<file path="config.mk">
export PLATFORM = sky130hd
export DESIGN_NAME = tape_burst_decoder
export DESIGN_NICKNAME = d
export VERILOG_FILES = /design/src/rtl/tpd_pkg.sv /design/src/rtl/tpd_sync.sv /design/src/rtl/tpd_burst.sv /design/src/rtl/tpd_frame.sv /design/src/rtl/tpd_store.sv /design/src/rtl/tape_burst_decoder.sv
export SDC_FILE = /design/constraint.sdc
export NUM_CORES = 2
export LEC_CHECK = 0
export BUFFER_PORTS_ARGS = -buffer_cell sky130_fd_sc_hd__buf_2
export CORE_MARGIN = 2
export CORE_UTILIZATION = 45
export CTS_BUF_LIST = sky130_fd_sc_hd__clkbuf_2 sky130_fd_sc_hd__clkbuf_4 sky130_fd_sc_hd__clkbuf_8
export CTS_CLUSTER_DIAMETER = 60
export DETAILED_ROUTE_END_ITERATION = 10
export GPL_ROUTABILITY_DRIVEN = 0
export PLACE_DENSITY = 0.64
export SYNTH_ARGS = -nofsm -noshare
export SYNTH_HDL_FRONTEND = slang
export SYNTH_HIERARCHICAL = 1
export SYNTH_SLANG_ARGS = --single-unit
</file>
<file path="constraint.sdc">
create_clock -name clk -period 3.68 [get_ports clk]
set_input_delay 0.368 -clock clk [delete_from_list [all_inputs] [get_ports clk]]
set_output_delay 0.368 -clock clk [all_outputs]
set_load 0.02 [all_outputs]
</file>
<file path="src/rtl/tpd_pkg.sv">
package tpd_pkg;
    localparam int NIB_W      = 4;
    localparam int MAX_PULSES = 1 << NIB_W;

    typedef logic [NIB_W-1:0] nibble_t;

    typedef enum logic [0:0] {
        SEG_READ = 1'b0,
        SEG_OVER = 1'b1
    } seg_state_e;
endpackage

</file>
<file path="src/rtl/tpd_sync.sv">
module tpd_sync (
    input  logic clk,
    input  logic rst_n,
    input  logic tape_in,
    output logic fall_o
);
    typedef struct packed {
        logic m1;
        logic m2;
        logic m3;
    } sync_t;

    sync_t q, d;

    always_comb begin
        d    = q;
        d.m1 = tape_in;
        d.m2 = q.m1;
        d.m3 = q.m2;
    end

    always_ff @(posedge clk or negedge rst_n) begin
        if (!rst_n) q <= '{m1: 1'b1, m2: 1'b1, m3: 1'b1};
        else        q <= d;
    end

    // edge seen between the second and third stage
    assign fall_o = q.m3 & ~q.m2;

    assert_edge_is_single_R1: assert property (@(posedge clk) disable iff (!rst_n)
        fall_o |=> !fall_o);
endmodule

</file>
<file path="src/rtl/tpd_burst.sv">
module tpd_burst
    import tpd_pkg::*;
#(
    parameter int GAP_LIM = 12
) (
    input  logic    clk,
    input  logic    rst_n,
    input  logic    fall_i,
    output logic    nib_v_o,
    output nibble_t nib_o,
    output logic    nib_err_o
);
    localparam int CNT_W = $clog2(MAX_PULSES + 2);
    localparam int GAP_W = $clog2(GAP_LIM + 1);
    localparam logic [CNT_W-1:0] CNT_SAT = CNT_W'(MAX_PULSES + 1);
    localparam logic [CNT_W-1:0] CNT_MAX = CNT_W'(MAX_PULSES);
    localparam logic [GAP_W-1:0] GAP_V   = GAP_W'(GAP_LIM);

    typedef struct packed {
        logic             active;
        logic [CNT_W-1:0] cnt;
        logic [GAP_W-1:0] gap;
        logic             nib_v;
        nibble_t          nib;
        logic             err;
    } burst_t;

    burst_t q, d;
    logic [CNT_W-1:0] cnt_m1;

    always_comb begin
        d       = q;
        d.nib_v = 1'b0;
        d.err   = 1'b0;
        cnt_m1  = q.cnt - 1'b1;
        if (fall_i) begin
            d.active = 1'b1;
            d.gap    = '0;
            if (q.cnt != CNT_SAT) d.cnt = q.cnt + 1'b1;
        end else if (q.active) begin
            if (q.gap == GAP_V) begin
                d.active = 1'b0;
                d.gap    = '0;
                d.cnt    = '0;
                d.nib_v  = 1'b1;
                if (q.cnt > CNT_MAX) d.err = 1'b1;
                else                 d.nib = cnt_m1[NIB_W-1:0];
            end else begin
                d.gap = q.gap + 1'b1;
            end
        end
    end

    always_ff @(posedge clk or negedge rst_n) begin
        if (!rst_n) q <= '0;
        else        q <= d;
    end

    assign nib_v_o   = q.nib_v;
    assign nib_o     = q.nib;
    assign nib_err_o = q.err;

    assert_close_on_silence_R2: assert property (@(posedge clk) disable iff (!rst_n)
        nib_v_o |-> $past(!fall_i));
    assert_idle_after_close_R2: assert property (@(posedge clk) disable iff (!rst_n)
        nib_v_o |=> !nib_v_o);
endmodule

</file>
<file path="src/rtl/tpd_frame.sv">
module tpd_frame
    import tpd_pkg::*;
#(
    parameter logic [7:0] START_CODE = 8'hA5,
    parameter logic [7:0] STOP_CODE  = 8'hF0,
    parameter logic [7:0] END_CODE   = 8'hFE
) (
    input  logic    clk,
    input  logic    rst_n,
    input  logic    nib_v_i,
    input  nibble_t nib_i,
    input  logic    nib_err_i,
    output logic    accept_o,
    output logic    reading_o,
    output logic    done_o,
    output logic    ok_o,
    output logic    rec_o,
    output logic    ferr_o
);
    typedef struct packed {
        seg_state_e st;
        logic       half;
        nibble_t    hi;
        logic [1:0] bidx;
        logic       start_bad;
        logic       ferr;
        logic [1:0] srun;
        logic [1:0] erun;
        logic       done;
        logic       rec;
    } frame_t;

    frame_t q, d;
    logic [7:0] byte_w;

    always_comb begin
        d      = q;
        d.done = 1'b0;
        byte_w = {q.hi, nib_i};
        if (q.st == SEG_READ && nib_v_i) begin
            if (nib_err_i) begin
                d.ferr = 1'b1;
            end else if (!q.half) begin
                d.half = 1'b1;
                d.hi   = nib_i;
            end else begin
                d.half = 1'b0;
                if (q.bidx != 2'd2) begin
                    d.bidx = q.bidx + 1'b1;
                    if (byte_w != START_CODE) d.start_bad = 1'b1;
                end
                if (byte_w == STOP_CODE) begin
                    if (q.srun == 2'd2) begin
                        d.done = 1'b1;
                        d.st   = SEG_OVER;
                        d.rec  = 1'b0;
                    end else begin
                        d.srun = q.srun + 1'b1;
                    end
                end else begin
                    d.srun = '0;
                end
                if (byte_w == END_CODE) begin
                    if (q.erun == 2'd2) begin
                        d.done = 1'b1;
                        d.st   = SEG_OVER;
                        d.rec  = 1'b1;
                    end else begin
                        d.erun = q.erun + 1'b1;
                    end
                end else begin
                    d.erun = '0;
                end
            end
        end
    end

    always_ff @(posedge clk or negedge rst_n) begin
        if (!rst_n) q <= '{st: SEG_READ, hi: '0, bidx: '0, srun: '0, erun: '0, default: 1'b0};
        else        q <= d;
    end

    assign accept_o  = (q.st == SEG_READ) & nib_v_i & ~nib_err_i;
    assign reading_o = (q.st == SEG_READ);
    assign done_o    = q.done;
    assign ok_o      = ~q.start_bad & ~q.ferr & (q.bidx == 2'd2);
    assign rec_o     = q.rec;
    assign ferr_o    = q.ferr;

    assert_motor_stays_off_R4: assert property (@(posedge clk) disable iff (!rst_n)
        !reading_o |=> !reading_o);
    assert_end_stops_motor_R5: assert property (@(posedge clk) disable iff (!rst_n)
        done_o |-> (!reading_o && $past(reading_o)));
    assert_ferr_sticky_R10: assert property (@(posedge clk) disable iff (!rst_n)
        ferr_o |=> ferr_o);
    assert_ignored_after_end_R11: assert property (@(posedge clk) disable iff (!rst_n)
        !reading_o |=> $stable(ferr_o));
endmodule

</file>
<file path="src/rtl/tpd_store.sv">
module tpd_store
    import tpd_pkg::*;
#(
    parameter int DEPTH = 368
) (
    input  logic    clk,
    input  logic    rst_n,
    input  logic    wr_en_i,
    input  nibble_t wr_nib_i,
    input  logic    go_i,
    output logic    ovf_o,
    output logic    out_v_o,
    output nibble_t out_nib_o
);
    localparam int AW = $clog2(DEPTH);
    localparam int PW = $clog2(DEPTH + 1);
    localparam logic [PW-1:0] DEPTH_V = PW'(DEPTH);

    typedef struct packed {
        logic [PW-1:0] wptr;
        logic          ovf;
        logic          rd_act;
        logic [PW-1:0] rptr;
    } store_t;

    store_t  q, d;
    nibble_t mem [DEPTH];

    always_comb begin
        d = q;
        if (wr_en_i) begin
            if (q.wptr == DEPTH_V) d.ovf = 1'b1;
            else                   d.wptr = q.wptr + 1'b1;
        end
        if (q.rd_act) begin
            if (q.rptr == q.wptr - 1'b1) d.rd_act = 1'b0;
            else                         d.rptr = q.rptr + 1'b1;
        end else if (go_i && q.wptr != '0) begin
            d.rd_act = 1'b1;
            d.rptr   = '0;
        end
    end

    always_ff @(posedge clk or negedge rst_n) begin
        if (!rst_n) q <= '0;
        else        q <= d;
    end

    always_ff @(posedge clk) begin
        if (wr_en_i && q.wptr != DEPTH_V) mem[q.wptr[AW-1:0]] <= wr_nib_i;
    end

    assign ovf_o     = q.ovf;
    assign out_v_o   = q.rd_act;
    assign out_nib_o = mem[q.rptr[AW-1:0]];

    assert_replay_in_bounds_R8: assert property (@(posedge clk) disable iff (!rst_n)
        out_v_o |-> (q.rptr < q.wptr));
    assert_overflow_sticky_R12: assert property (@(posedge clk) disable iff (!rst_n)
        ovf_o |=> ovf_o);
endmodule

</file>
<file path="src/rtl/tape_burst_decoder.sv">
module tape_burst_decoder
    import tpd_pkg::*;
#(
    parameter int         PULSE_PER   = 4,
    parameter int         GAP_PERIODS = 3,
    parameter int         MAX_BYTES   = 184,
    parameter logic [7:0] START_CODE  = 8'hA5,
    parameter logic [7:0] STOP_CODE   = 8'hF0,
    parameter logic [7:0] END_CODE    = 8'hFE
) (
    input  logic       clk,
    input  logic       rst_n,
    input  logic       tape_in,
    output logic       motor_on,
    output logic       out_valid,
    output logic [7:0] out_data,
    output logic       buf_end,
    output logic       rec_end,
    output logic       buf_bad,
    output logic       frame_err
);
    localparam int GAP_LIM   = PULSE_PER * GAP_PERIODS;
    localparam int NIB_DEPTH = 2 * MAX_BYTES;

    logic    fall;
    logic    nib_v, nib_err;
    nibble_t nib;
    logic    accept, reading, seg_done, seg_ok, seg_rec, ferr;
    logic    ovf, go;
    nibble_t out_nib;

    tpd_sync u_sync (
        .clk     (clk),
        .rst_n   (rst_n),
        .tape_in (tape_in),
        .fall_o  (fall)
    );

    tpd_burst #(.GAP_LIM(GAP_LIM)) u_burst (
        .clk       (clk),
        .rst_n     (rst_n),
        .fall_i    (fall),
        .nib_v_o   (nib_v),
        .nib_o     (nib),
        .nib_err_o (nib_err)
    );

    tpd_frame #(
        .START_CODE (START_CODE),
        .STOP_CODE  (STOP_CODE),
        .END_CODE   (END_CODE)
    ) u_frame (
        .clk       (clk),
        .rst_n     (rst_n),
        .nib_v_i   (nib_v),
        .nib_i     (nib),
        .nib_err_i (nib_err),
        .accept_o  (accept),
        .reading_o (reading),
        .done_o    (seg_done),
        .ok_o      (seg_ok),
        .rec_o     (seg_rec),
        .ferr_o    (ferr)
    );

    assign go = seg_done & seg_ok & ~ovf;

    tpd_store #(.DEPTH(NIB_DEPTH)) u_store (
        .clk       (clk),
        .rst_n     (rst_n),
        .wr_en_i   (accept),
        .wr_nib_i  (nib),
        .go_i      (go),
        .ovf_o     (ovf),
        .out_v_o   (out_valid),
        .out_nib_o (out_nib)
    );

    assign motor_on  = reading;
    assign out_data  = {{(8 - NIB_W){1'b0}}, out_nib};
    assign buf_end   = seg_done;
    assign rec_end   = seg_done & seg_rec;
    assign buf_bad   = seg_done & ~go;
    assign frame_err = ferr;

    assert_quiet_while_reading_R8: assert property (@(posedge clk) disable iff (!rst_n)
        out_valid |-> !motor_on);
    assert_bad_has_no_stream_R9: assert property (@(posedge clk) disable iff (!rst_n)
        buf_bad |=> !out_valid);
    assert_motor_never_returns_R4: assert property (@(posedge clk) disable iff (!rst_n)
        $fell(motor_on) |-> buf_end);
endmodule

</file>
-- After elaboration in Yosys (flattened, before gate mapping)
Memories as Yosys holds them, arrays and structs flattened.
Cells that the tools add are included.
- bits in registers: 55
- memory bits (writable): 1472
- input port bits: 3
- output and inout bits: 14
- word-level logic and storage cells: 121
- memories: 1
- memory list (memory ; words ; bits a word ; read ports ; clocked after memory_dff ; wr ports ; RTL line ; RTL):
    u_store.mem ; 368 ; 4 ; 1 ; 0 ; 1 ; tpd_store.sv:27 ; nibble_t mem [DEPTH];
- add/sub/neg operators: 9
- magnitude comparators: 1
- eq/ne operators: 16
- multiplexer cells: 31
- bitwise logic cells: 20
- reduce and logical (&&, ||, !) cells: 20
- operator list (cell ; count):
    $mux 10 ; 3
    $mux 2 ; 11
    $add 9x1->9 const B ; 2
    $mux 6 ; 3
    $eq 8x8->1 const B ; 2
    $mux 16 ; 1
    $reduce_and 4->1 ; 4
    $not 1->1 ; 11
    $reduce_and 2->1 ; 5
    $and 1x1->1 ; 9
    $eq 9x9->1 ; 1
    $eq 9x9->1 const B ; 1
    $mux 1 ; 9
    $mux 9 ; 1
    $ne 9x9->1 const B ; 1
    $reduce_and 3->1 ; 3
    $reduce_bool 9->1 ; 1
    $sub 9x1->9 const B ; 1
    $mux 4 ; 2
    $ne 2x2->1 const B ; 4
    $ne 8x8->1 const B ; 1
    $add 2x1->2 const B ; 3
    $eq 2x2->1 const B ; 3
    $reduce_bool 2->1 ; 3
    10 further kinds ; 12

-- Longest topological paths before layout
- word-level depth: 8
- gate-level depth with buffers: 14
- depth with buffers taken out: 9

-- By module
Netlist, hierarchy kept.
- by module, submodules not included (module ; times used ; cells an instance ; area each (um^2) ; seq. area each (um^2)):
    tpd_store ; 1 ; 3072 ; 59519.6 ; 44702.9
    tpd_burst ; 1 ; 78 ; 857.1 ; 400.4
    tpd_frame ; 1 ; 67 ; 789.5 ; 400.4
    tpd_sync ; 1 ; 4 ; 92.6 ; 78.8
    tape_burst_decoder ; 1 ; 9 ; 61.3 ; 0.0

-- Least setup slack after synthesis
No wires, ideal clock.
- kind: reg2out
- start: register u_store/q[1] (netlist bit)
- end: output out_data[2]
- arrival time: 2.722 ns
- required time: 3.312 ns
- path slack: 0.590 ns
- stages on the path, launching flop included: 11
- buffers on the path: 5
- path through: dfrtp_1 > buf_2 > buf_2 > buf_2 > clkbuf_1 > buf_2 > mux4_2 > a221oi_1 > o22ai_1 > o41ai_2 > o211ai_1
- longest elaborated chain between the ends: 1
- ends and longest elaborated chain (element ; RTL line ; RTL):
    from (decl) ; tpd_store.sv:26 ; store_t q, d;
    from (signal assigned) ; tpd_store.sv:45 ; if (!rst_n) q <= '0;
    from (signal assigned) ; tpd_store.sv:46 ; else q <= d;
    $mem_v2 368x4 ; - ;
    to (decl) ; tape_burst_decoder.sv:16 ; output logic [7:0] out_data,
No other way between the ends.

-- Worst setup path after layout
- start: register u_store/q[0] (netlist bit)
- end: output out_data[1]
The elaborated chain is that of the path after synthesis.

==> impl_metrics.json <==
{
  "cp_slowest_cell": "mux4_2",
  "maxSlewHeadroom_pct": 32.77,
  "numCtsBuffers": 234,
  "cts-root-buf": "clkbuf_8",
  "hold_path.class": "primary input to async pin",
  "ys_ff_latch": 1527,
  "avgViaCountPerCell": 5.951,
  "critPathRequiredTime_ns": 3.31,
  "rsz0062_at_grt": "true",
  "synth_edf_count": 1472,
  "netlist.area_leader.share_pct": 72.08,
  "avgRoutedWirePerCell_um": 28.43,
  "crit_path_cell_trace": "buf_12, buf_16, buf_12, mux4_2, a22oi_2, a21oi_4, nor4_4, buf_4, o22ai_4, or3_4, buf_6",
  "synth_top_area_cell": "edfxtp_1",
  "ys_async_sr_fraction_pct": 3.602,
  "ir_drop_v": 0.0004914,
  "final_max_slew_viol_count": 0,
  "overflow": 0,
  "grt_pass1_wl_um": 229100,
  "grt_use_total_pct": 22.53,
  "yosysSeqAreaShare_pct": 74.34,
  "powerDensity_nw_per_um2": 502.4,
  "antenna_found_initial": 3,
  "vias": 32905,
  "cp_common_cell": "buf_12",
  "power_leakage_nw": 23.00,
  "detail-route-antenna-nets": 0,
  "dp_hpwl_um": 96400,
  "ys_types": 84,
  "tightest_slew_ns": 1.009,
  "clk_latency_ns": 0.95,
  "clock-sinks": 1527,
  "cap_viol_max_count": 0,
  "die_area_um2": 139200,
  "cp.arrival_ns": 4.12,
  "startpoint": "u_store/q[0]$_DFFE_PN0P_",
  "htree_levels": 4,
  "syn2layout_area_growth_pct": 15.74,
  "fin_crit_ns": 4.488,
  "fin_area_um2": 70970,
  "clk_pin_slew_ns": 0.06,
  "crit_type": "register to output port",
  "dp_cells": 5035,
  "clock.fmax_mhz": 222.8,
  "place_area_um2": 64890,
  "violations": "negative setup slack",
  "tns_ns": -3.159,
  "io_pins": 17,
  "ys.flop_type": "edfxtp_1",
  "worstPathMaxFanout": 7,
  "drt_iter0_drc": 3903,
  "stdcell_count": 5529,
  "synth_area_per_cell_um2": 18.98,
  "fin_crit_sh_pct": 122.0,
  "setup_violations": 4,
  "rows": 135,
  "portBuffers": 12,
  "clock_skew_ns": 0.04532,
  "drt_first_pass_iters": 6,
  "endpoint_kind": "output port",
  "ys_warn_count": 6,
  "cts_tree": "yes",
  "grt_max_degree": 162,
  "cts_buffer_depth": 3,
  "ys_top_cells_by_area": "edfxtp_1 72%, mux4_2 11%, nor2_1 2.5%, dfrtp_1 2.1%, mux2i_1 1.9%",
  "place_ws_ns": -0.6192,
  "fin_ws_ns": -0.8083,
  "cp-start-kind": "register",
  "syn-cell-area_um2": 61320,
  "grt_pass1_vias": 33321,
  "dieWidth_um": 373.1,
  "max_stage_delay_ns": 0.52,
  "fin_nets": 3574,
  "route.detailed.drc": 0,
  "final-hold-violation-count": 0,
  "p_total_mw": 35.65,
  "drive_above_1_share_pct": 29.77,
  "wl_um": 157200,
  "r2r_start": "u_store/q[11]$_DFFE_PN0P_",
  "die_h_um": 373.1,
  "syn_inst": 3230,
  "status": "complete, but fails checks",
  "initial_core_util_pct": 45.32,
  "core_um2": 135300
}
critical path, delay by kind of cell, from the launching register on:
family	cells	cell delay (ns)
flops	1	0.47
mux	1	0.52
simple gates	2	0.91
compound gates	3	0.47
buf+inv	5	0.79
area by class of cell:
class	count	area, um2
Antenna cell	3	7.507
Tap cell	1781	2228
Clock inverter	95	675.6
Fill cell	10529	64330
Sequential cell	1527	45620
Timing Repair Buffer	311	3508
Multi-Input combinational cell	1462	14860
Clock buffer	328	3995
Inverter	22	83.83
routing by layer:
metal  wire (um)  global-route usage, %
met4        5332                  8.130
met1       63310                  31.65
met5           0                      0
met2       74260                  35.04
met3       14300                  4.768
stage by stage:
step	util [%]	hold slack, ns
2_1_floorplan	-	0.07241
3_3_place_gp	47.96	0.3474
3_5_place_dp	47.96	0.3469
4_1_cts	52.20	0.04334
5_1_grt	52.46	0.1177
6_report	52.46	0.1191
placed cells by master (no fill, tap or decap), drive strengths merged, types with 5 or more instances in the layout:
| cell | count |
|---|---|
| a211oi | 7 |
| buf | 304 |
| a22o | 15 |
| xor2 | 7 |
| a21o | 8 |
| nand2b | 8 |
| mux2i | 119 |
| a211o | 9 |
| or2 | 7 |
| nor2b | 19 |
| nor3 | 11 |
| edfxtp | 1472 |
| mux2 | 17 |
| dfrtp | 52 |
| nand4 | 19 |
| o211ai | 6 |
| a221oi | 15 |
| nand2 | 83 |
| and2 | 13 |
| o21ai | 26 |
| a21oi | 53 |
| a311oi | 5 |
| and3 | 14 |
| o221ai | 35 |
| a31oi | 8 |
| nor4 | 10 |
| a41oi | 6 |
| bufinv | 8 |
| o22ai | 29 |
| clkbuf | 328 |
| inv | 26 |
| nor2 | 402 |
| ha | 13 |
| mux4 | 329 |
| clkinv | 80 |
| or3 | 6 |
| xnor2 | 14 |
| a22oi | 64 |
| nand3 | 34 |
state kept, by name (all words and copies together) (netlist names):
signal,count
u_frame/done_o,1
u_store/mem,1472
u_sync/q,1
u_burst/nib_o,4
u_burst/nib_err_o,1
u_burst/nib_v_o,1
u_burst/q,10
u_frame/rec_o,1
u_frame/ferr_o,1
u_store/out_v_o,1
u_sync/d,2
u_store/ovf_o,1
u_store/q,18
u_frame/q,9
u_frame/byte_w,4
worst paths after layout:
path                                       endpoint  slack (ns)  depth (start not counted)
min                        u_frame/q[2]$_DFFE_PN0P_        0.12                          3
min reg2reg                   u_sync/d[0]$_DFF_PN1_        0.35                          0
min in group clk              u_sync/d[0]$_DFF_PN1_        0.35                          0
max reg2reg                u_store/q[4]$_DFFE_PN0P_        0.41                          9
max                                     out_data[1]       -0.81                         11
max in group asynchronous  u_store/q[2]$_DFFE_PN0P_        2.97                          3
cells by family (layout without fill, tap and decap cells):
kind of cell	count (synthesis)	count (layout)	synth area share [%]
AO/OA/AOI/OAI	309	309	3.654
XOR/XNOR	21	21	0.3000
adder cells (fa/ha/maj)	13	13	0.2653
buffers and inverters	244	756	2.202
flip-flops	1527	1527	74.34
multiplexers	465	465	14.54
other	1	7	0.006115
AND/OR/NAND/NOR	650	650	4.697
power breakdown:
group          leakage, nW  switching [mW]  internal, mW  total [mW]
sequential            14.9           0.247          20.0        20.3
combinational         5.63            1.07         0.237        1.31
clock                 2.49            6.53          7.55        14.1
cell usage after synthesis, drive strengths merged, types with 17 or more instances:
cell type / count
mux2: 17
a21oi: 53
clkbuf: 121
mux2i: 119
o21ai: 26
nor2b: 19
o22ai: 29
nand2: 83
edfxtp: 1472
nand3: 34
nand4: 19
o221ai: 35
buf: 101
mux4: 329
dfrtp: 52
inv: 22
a22oi: 64
nor2: 402
repair_timing:
item	CTS	global route
endpoints found under the setup margin	4	4
hold buffers	3	0
hold endpoints to repair	56	0
cloned	9	0
resized for setup	77	44
buffers inserted	39	21
pin swaps	21	33
No activity file was read; power rests on OpenSTA's default activity.
